### src/rtl/rsilo_pkg.sv
package rsilo_pkg;
  localparam int LINES  = 16;
  localparam int LINE_W = 4;
  localparam logic [2:0] FLG_STAT = 3'b111;

  typedef struct packed {
    logic [2:0]        flg;   // {overrun, framing, parity} or status code
    logic [LINE_W-1:0] line;
    logic [7:0]        dat;
  } rs_entry_t;

  localparam int ENTRY_W = $bits(rs_entry_t);
endpackage

### src/rtl/rsilo_arb.sv
module rsilo_arb #(
  parameter int N  = 16,
  parameter int LW = 4
) (
  input  logic          hold,
  input  logic [N-1:0]  chr_req,
  input  logic [N-1:0]  mdm_req,
  output logic [N-1:0]  chr_take,
  output logic [N-1:0]  mdm_take,
  output logic          sel_mdm,
  output logic          sel_chr,
  output logic [LW-1:0] sel_line
);
  logic          mhit, chit;
  logic [LW-1:0] mline, cline;

  // lowest-numbered requester wins in each class
  always_comb begin
    mhit = 1'b0; chit = 1'b0;
    mline = '0;  cline = '0;
    for (int i = N-1; i >= 0; i--) begin
      if (mdm_req[i]) begin mhit = 1'b1; mline = LW'(i); end
      if (chr_req[i]) begin chit = 1'b1; cline = LW'(i); end
    end
    sel_mdm  = ~hold & mhit;
    sel_chr  = ~hold & ~mhit & chit;
    sel_line = mhit ? mline : cline;
    chr_take = '0;
    mdm_take = '0;
    if (sel_mdm) mdm_take[mline] = 1'b1;
    if (sel_chr) chr_take[cline] = 1'b1;
  end
endmodule

### src/rtl/rsilo_fifo.sv
module rsilo_fifo #(
  parameter int DEPTH = 256,
  parameter int W     = 15,
  localparam int AW   = $clog2(DEPTH)
) (
  input  logic         clk,
  input  logic         rst_n,
  input  logic         flush,
  input  logic         wr,
  input  logic [W-1:0] wdata,
  input  logic         pop,
  output logic [W-1:0] head,
  output logic [AW:0]  cnt,
  output logic [AW:0]  cnt_nxt,
  output logic         full
);
  logic [W-1:0]  mem [DEPTH];
  logic [AW-1:0] wptr, rptr, wptr_nxt, rptr_nxt;

  always_comb begin
    wptr_nxt = wptr;
    rptr_nxt = rptr;
    cnt_nxt  = cnt;
    if (flush) begin
      wptr_nxt = '0; rptr_nxt = '0; cnt_nxt = '0;
    end else begin
      if (wr)  wptr_nxt = wptr + 1'b1;
      if (pop) rptr_nxt = rptr + 1'b1;
      cnt_nxt = cnt + (AW+1)'(wr) - (AW+1)'(pop);
    end
  end

  always_ff @(posedge clk or negedge rst_n) begin
    if (!rst_n) begin
      wptr <= '0; rptr <= '0; cnt <= '0;
    end else begin
      wptr <= wptr_nxt; rptr <= rptr_nxt; cnt <= cnt_nxt;
    end
  end

  always_ff @(posedge clk) begin
    if (wr && !flush) mem[wptr] <= wdata;
  end

  assign head = mem[rptr];
  assign full = (cnt == (AW+1)'(DEPTH));

  p_no_overflow_r6: assert property (@(posedge clk) disable iff (!rst_n)
    cnt <= (AW+1)'(DEPTH));
  p_pop_one_r12: assert property (@(posedge clk) disable iff (!rst_n)
    (pop && !wr && !flush) |=> (cnt == $past(cnt) - 1'b1));
endmodule

### src/rtl/rsilo_irq.sv
module rsilo_irq #(
  parameter int DEPTH = 256,
  localparam int AW   = $clog2(DEPTH),
  localparam int ALARM = (DEPTH * 3) / 4
) (
  input  logic        clk,
  input  logic        rst_n,
  input  logic [AW:0] cnt,
  input  logic [AW:0] cnt_nxt,
  input  logic        wr,
  input  logic        wr_mdm,
  input  logic        tick,
  input  logic [7:0]  timo,
  input  logic        rie,
  output logic        irq
);
  logic       run, run_n, expd, expd_n, sseen, sseen_n;
  logic [7:0] tc, tc_n;
  logic       raw;

  always_comb begin
    run_n = run; expd_n = expd; sseen_n = sseen; tc_n = tc;
    if (cnt_nxt == '0) begin
      run_n = 1'b0; expd_n = 1'b0; sseen_n = 1'b0; tc_n = '0;
    end else begin
      if (cnt == '0 && wr) begin
        run_n = 1'b1; expd_n = 1'b0; tc_n = '0;
      end else if (run && tick && !expd) begin
        tc_n = tc + 1'b1;
        if ({1'b0, tc} + 9'd1 >= {1'b0, timo}) expd_n = 1'b1;
      end
      if (wr && wr_mdm) sseen_n = 1'b1;
    end
  end

  always_ff @(posedge clk or negedge rst_n) begin
    if (!rst_n) begin
      run <= 1'b0; expd <= 1'b0; sseen <= 1'b0; tc <= '0;
    end else begin
      run <= run_n; expd <= expd_n; sseen <= sseen_n; tc <= tc_n;
    end
  end

  assign raw = ((cnt != '0) && (timo == 8'd1)) || sseen ||
               (cnt >= (AW+1)'(ALARM)) || (expd && (timo >= 8'd2));
  assign irq = rie & raw;

  p_idle_quiet_r8: assert property (@(posedge clk) disable iff (!rst_n)
    (cnt == '0) |-> !raw);
  p_restart_r9: assert property (@(posedge clk) disable iff (!rst_n)
    ($past(cnt) == '0 && cnt != '0) |-> (tc == '0 && !expd));
endmodule

### src/rtl/rx_silo.sv
module rx_silo
  import rsilo_pkg::*;
#(
  parameter int DEPTH  = 256,
  parameter int NDIAG  = 8,
  localparam int AW    = $clog2(DEPTH),
  localparam int DGW   = $clog2(NDIAG) + 1
) (
  input  logic                 clk,
  input  logic                 rst_n,
  input  logic                 selftest,
  input  logic [LINES-1:0]     chr_req,
  input  logic [LINES*8-1:0]   chr_data,
  input  logic [LINES-1:0]     chr_pe,
  input  logic [LINES-1:0]     chr_fe,
  output logic [LINES-1:0]     chr_take,
  input  logic [LINES-1:0]     mdm_req,
  input  logic [LINES-1:0]     mdm_dcd,
  output logic [LINES-1:0]     mdm_take,
  input  logic                 tick_ms,
  input  logic [7:0]           timo,
  input  logic                 rie,
  input  logic                 rd,
  output logic [ENTRY_W:0]     rd_word,
  output logic                 irq
);
  logic [1:0]      rsq;
  logic            srst_n;
  logic [DGW-1:0]  dg_left, dg_left_n;
  logic [DGW-2:0]  dg_idx, dg_idx_n;
  logic            ovr, ovr_n;
  logic            dg_busy, sel_mdm, sel_chr, want, wr_acc, pop, chr_drop, full;
  logic [LINE_W-1:0] sel_line;
  rs_entry_t       went, head;
  logic [AW:0]     cnt, cnt_nxt;

  // reset: asserted asynchronously, released on the clock
  always_ff @(posedge clk or negedge rst_n) begin
    if (!rst_n) rsq <= 2'b00;
    else        rsq <= {rsq[0], 1'b1};
  end
  assign srst_n = rsq[1];

  assign dg_busy = (dg_left != '0);

  rsilo_arb #(.N(LINES), .LW(LINE_W)) u_arb (
    .hold(selftest | dg_busy), .chr_req(chr_req), .mdm_req(mdm_req),
    .chr_take(chr_take), .mdm_take(mdm_take),
    .sel_mdm(sel_mdm), .sel_chr(sel_chr), .sel_line(sel_line));

  always_comb begin
    went = '0;
    if (dg_busy) begin
      went.flg = FLG_STAT;
      went.dat = {1'b1, 4'b0, 3'(dg_idx)};
    end else if (sel_mdm) begin
      went.flg  = FLG_STAT;
      went.line = sel_line;
      went.dat  = {7'b0, mdm_dcd[sel_line]};
    end else begin
      went.flg  = {ovr, chr_fe[sel_line], chr_pe[sel_line] & ~(ovr & chr_fe[sel_line])};
      went.line = sel_line;
      went.dat  = chr_data[sel_line*8 +: 8];
    end
  end

  assign want     = ~selftest & (dg_busy | sel_mdm | sel_chr);
  assign wr_acc   = want & ~full;
  assign chr_drop = sel_chr & full;
  assign pop      = rd & (cnt != '0) & ~selftest;

  always_comb begin
    dg_left_n = dg_left;
    dg_idx_n  = dg_idx;
    ovr_n     = ovr;
    if (selftest) begin
      dg_left_n = DGW'(NDIAG);
      dg_idx_n  = '0;
      ovr_n     = 1'b0;
    end else begin
      if (dg_busy) begin
        dg_left_n = dg_left - 1'b1;
        dg_idx_n  = dg_idx + 1'b1;
      end
      if (chr_drop)              ovr_n = 1'b1;
      else if (sel_chr && wr_acc) ovr_n = 1'b0;
    end
  end

  always_ff @(posedge clk or negedge srst_n) begin
    if (!srst_n) begin
      dg_left <= '0; dg_idx <= '0; ovr <= 1'b0;
    end else begin
      dg_left <= dg_left_n; dg_idx <= dg_idx_n; ovr <= ovr_n;
    end
  end

  rsilo_fifo #(.DEPTH(DEPTH), .W(ENTRY_W)) u_fifo (
    .clk(clk), .rst_n(srst_n), .flush(selftest), .wr(wr_acc), .wdata(went),
    .pop(pop), .head(head), .cnt(cnt), .cnt_nxt(cnt_nxt), .full(full));

  rsilo_irq #(.DEPTH(DEPTH)) u_irq (
    .clk(clk), .rst_n(srst_n), .cnt(cnt), .cnt_nxt(cnt_nxt),
    .wr(wr_acc), .wr_mdm(sel_mdm & ~dg_busy), .tick(tick_ms),
    .timo(timo), .rie(rie), .irq(irq));

  assign rd_word = (cnt != '0) ? {1'b1, head} : '0;

  p_prio_mdm_r4: assert property (@(posedge clk) disable iff (!srst_n)
    (|mdm_req && !selftest && !dg_busy) |-> (chr_take == '0 && $countones(mdm_take) == 1));
  p_no_stat_code_r5: assert property (@(posedge clk) disable iff (!srst_n)
    (wr_acc && sel_chr) |-> (went.flg != FLG_STAT));
  p_drop_marks_r6: assert property (@(posedge clk) disable iff (!srst_n)
    (|chr_take && full && !selftest) |=> ovr);
  p_gate_r10: assert property (@(posedge clk) disable iff (!srst_n)
    !rie |-> !irq);
  p_diag_first_r11: assert property (@(posedge clk) disable iff (!srst_n)
    $past(selftest) && !selftest |-> (chr_take == '0 && mdm_take == '0));
endmodule

### config.mk
export PLATFORM = sky130hd
export DESIGN_NAME = rx_silo
export DESIGN_NICKNAME = d
export VERILOG_FILES = /design/src/rtl/rsilo_pkg.sv /design/src/rtl/rsilo_arb.sv /design/src/rtl/rsilo_fifo.sv /design/src/rtl/rsilo_irq.sv /design/src/rtl/rx_silo.sv
export SDC_FILE = /design/constraint.sdc
export NUM_CORES = 2
export LEC_CHECK = 0
export ABC_AREA = 1
export BUFFER_PORTS_ARGS = -buffer_cell sky130_fd_sc_hd__buf_4
export CAP_MARGIN = 15
export CORE_ASPECT_RATIO = 0.8
export CORE_MARGIN = 8
export CORE_UTILIZATION = 45
export CTS_BUF_LIST = sky130_fd_sc_hd__clkbuf_16
export CTS_CLUSTER_SIZE = 10
export DETAILED_ROUTE_END_ITERATION = 8
export SLEW_MARGIN = 20
export SYNTH_ARGS = -nofsm -noshare
export SYNTH_HDL_FRONTEND = slang
export SYNTH_SLANG_ARGS = --single-unit
### constraint.sdc
create_clock -name clk -period 2.45 [get_ports clk]
set_clock_uncertainty 0.1 [all_clocks]
set_input_delay 0.49 -clock clk [delete_from_list [all_inputs] [get_ports clk]]
set_output_delay 0.49 -clock clk [all_outputs]
set_load 0.05 [all_outputs]
==> metrics.yaml <==
status: "finished with violations"
violations: "negative setup slack"
gp_congestion: 0.973
drive_above_1_share_pct: 21.1
finalWirelength_um: 555000
gr-usage-all-layers_pct: 28.8
grt_max_degree: 125
root_buffer: "clkbuf_16"
drc: 0
row_count: 193
cts_buffers: 430
cp-startpoint: "u_fifo.rptr[1]"
synthCells: 12400
maxCapViolations: 0
critPathRequiredTime_ps: 1860
yosysWarnings: 0
ir_drop_mv: 0.671
fillCellCount: 26900
layout_setup_ws_ps: -2570
drv_slew: 0
wl_per_cell_um: 29.7
path_buf_inv: 9
final_nets: 14300
cellLeakagePower_uw: 0.0696
htree_num_levels: 5
cpPeakStageDelay_ps: 480
max_freq_mhz: 199
viasPerCell: 6.24
holdCritPathClass: "in2reg"
cts.sinks: 3886
worstPathArrival_ps: 4430
num_io_pins: 271
grt_pass1_vias: 109000
cp-start-kind: "register"
syn_nets: 12700
maxSlewHeadroom_pct: 44.4
clock_latency_ps: 990
vias: 117000
cts_tree: "built"
ys_types: 53
ant_nets: 0
power_frac_seq_pct: 43.1
drtPass1Iterations: 6
start_util_pct: 45.3
fin_setup_tns_ps: -3742000
crit_path_frequent_cell: "buf_6"
worstMarginPinSlew_ps: 834
fin_crit_ps: 5020
internal-power_uw: 126000
overflow: 0
cts.clk_slew.worst_paths_ps: 60
detailed_place_hpwl_um: 334000
yosysSeqAreaShare_pct: 74.3
worstHoldStart: "rd"
worstSetupPathType: "reg2out"
die_w_um: 676
preCtsSetupSlack_ps: -2700
hold_viol_final: 0
avgSynthCellArea_um2: 12.6
port_buffers: 270
worstPathCellList: "buf_12 -> inv_16 -> buf_16 -> buf_16 -> buf_4 -> buf_6 -> o21ai_1 -> o22ai_1 -> o21ai_2 -> o22ai_2 -> o21ai_2 -> o22ai_4 -> buf_6 -> nand2_2 -> a311oi_4 -> buf_6 -> buf_8"
cp_slowest_cell: "dfrtp_4"
antenna_found_initial: 32
p_comb_share_pct: 25.7
finalCritPeriodShare_pct: 205
end_kind: "output port"
p_clk_share_pct: 31.2
core_area_mm2: 0.346
die_h_um: 544
synth_seq_cells: 3886
critical_path.top_delay_family: "compound AO/OA/AOI/OAI gates"
power_density_mw_per_mm2: 907
rsz0062_at_grt: "true"
area_growth_pct: 26.5
p_total_uw: 180000
drtIter0Drc: 17400
syn_area_mm2: 0.157
setup_viol: 6695
swShare_pct: 29.8
critical_path.max_fanout: 9
dieArea_mm2: 0.368
r2r-start: "dg_left[0]"
grt_pass1_wl_um: 779000
clockBufferDepth: 4
p_sw_uw: 53500
-- worst register-to-register path: cells and delay by family, from the launching register on --
family,cells,cell delay (ps)
AO/OA/AOI/OAI,7,1160
adder cells (fa/ha/maj),4,1050
buffers and inverters,9,690
flip-flops,1,370
AND/OR/NAND/NOR,13,1120
-- cell type report --
class                      count  area, µm²  share of cell area [%]
sequential                  3886     116000                    58.7
multi-input combinational   7463      38000                    19.2
timing repair buffer        2066      25700                    12.9
clock buffer                 434      10900                    5.48
tap                         4582       5730                    2.89
clock inverter                81        712                   0.359
inverter                     162        693                   0.350
timing repair inverter         4       88.8                  0.0448
antenna                       10       25.0                  0.0126
-- placed cells by master, fill, tap and decap left out, types with 30 or more instances in the layout --
master	netlist	final
o21ai_0	2331	2186
buf_6	15	118
nand3_1	297	244
a21oi_1	57	37
buf_12	1	508
inv_1	148	186
buf_16	0	81
nor2_1	2775	2706
buf_8	0	44
dfrtp_1	46	39
bufbuf_16	0	38
o21ai_1	88	207
edfxtp_1	3840	3840
o22ai_2	0	132
buf_4	29	1243
nor2_2	5	43
nand3_2	1	41
o22ai_1	1183	1040
ha_1	31	30
clkbuf_16	0	459
nand2_1	540	504
nor2_4	0	31
-- synth_stat cells, drive strengths merged --
master | instances | area, µm²
dfrtp | 46 | 1150
fa | 1 | 20.0
o32ai | 22 | 193
nand4 | 18 | 320
o22ai | 1183 | 7400
o221ai | 1 | 15.0
nand3b | 19 | 143
nor4 | 6 | 43.8
clkinv | 5 | 20.0
nand2 | 545 | 2070
nor3 | 22 | 115
nor2 | 2780 | 10400
inv | 157 | 589
or4 | 1 | 7.51
o311ai | 1 | 8.76
clkbuf | 522 | 1960
xor2 | 8 | 70.1
nand3 | 298 | 1500
o21bai | 2 | 15.0
conb | 1 | 3.75
a21oi | 57 | 285
buf | 403 | 2180
ha | 31 | 388
a21boi | 1 | 7.51
a31oi | 11 | 68.8
o31ai | 3 | 22.5
a311oi | 15 | 131
o2111ai | 1 | 8.76
o211ai | 6 | 45.0
xnor2 | 1 | 8.76
o21ai | 2421 | 12100
or2 | 1 | 6.26
and2 | 1 | 6.26
nor3b | 1 | 7.51
edfxtp | 3840 | 115000
and3 | 5 | 31.3
-- power groups by stage --
stage	Sequential, µW	Combinational [µW]	Clock (µW)
6_report	77500	46200	56200
5_1_grt	77500	48400	59100
4_1_cts	77500	43300	56700
3_5_place_dp	78900	37600	0
3_3_place_gp	78900	36900	0
2_1_floorplan	79500	18300	0
-- path summary, 6_finish.rpt --
check / to / slack, ps / cells past startpoint
worst max register to register: u_irq.tc[2] / -2110 / 33
min in group asynchronous: u_fifo.cnt[5] / 280 / 0
max in group asynchronous: u_fifo.rptr[4] / 1090 / 1
worst max-delay path: rd_word[1] / -2570 / 17
worst min-delay path: u_fifo.rptr[1] / 70 / 5
worst min register to register: rsq[1] / 270 / 0
-- registers in the layout (all words and copies together) (netlist names) --
name         count
u_irq.tc         8
u_fifo.wptr      8
dg_idx           3
u_irq.run        1
u_fifo.rptr      8
u_irq.expd       1
rsq              2
u_fifo.cnt       9
u_fifo.mem    3840
dg_left          4
u_irq.sseen      1
ovr              1
-- routing by layer --
metal / track usage [%] / vias up / wire length [µm]
li1: - / 49200 / -
met1: 42.2 / 58400 / 221000
met2: 42.7 / 7835 / 240000
met3: 6.61 / 1104 / 72600
met4: 9.72 / 20 / 20800
met5: 0 / - / 115
-- cells by family after synthesis --
family                   after synthesis  share of synthesized area [%]
flip-flops                          3886                           74.3
AO/OA/AOI/OAI                       3724                           13.0
AND/OR/NAND/NOR                     3697                           9.38
buffers and inverters               1087                           3.03
adder cells (fa/ha/maj)               32                          0.260
XOR/XNOR                               9                         0.0503
other                                  1                        0.00239
-- repair_timing --
action / 4_1_cts / 5_1_grt
endpoints found under the hold margin: 14 / 0
gates resized for setup: 582 / 395
endpoints found under the setup margin: 6592 / 6920
setup buffers: 116 / 82
pin swaps: 163 / 166
gates cloned: 77 / 25
hold buffers: 7 / 0
-- through the flow --
stage | utilization (%) | hold slack [ps] | cell area (µm²) | cells
after floorplan | - | 94.4 | 157000 | 12400
after global placement | 51.5 | 173 | 178000 | 17900
after detailed placement | 51.5 | 178 | 178000 | 17900
after CTS | 56.6 | 45.2 | 196000 | 18600
after global routing | 57.3 | 119 | 198000 | 18700
final | 57.3 | 71.7 | 198000 | 18700
(Power assumes the default switching activity.)
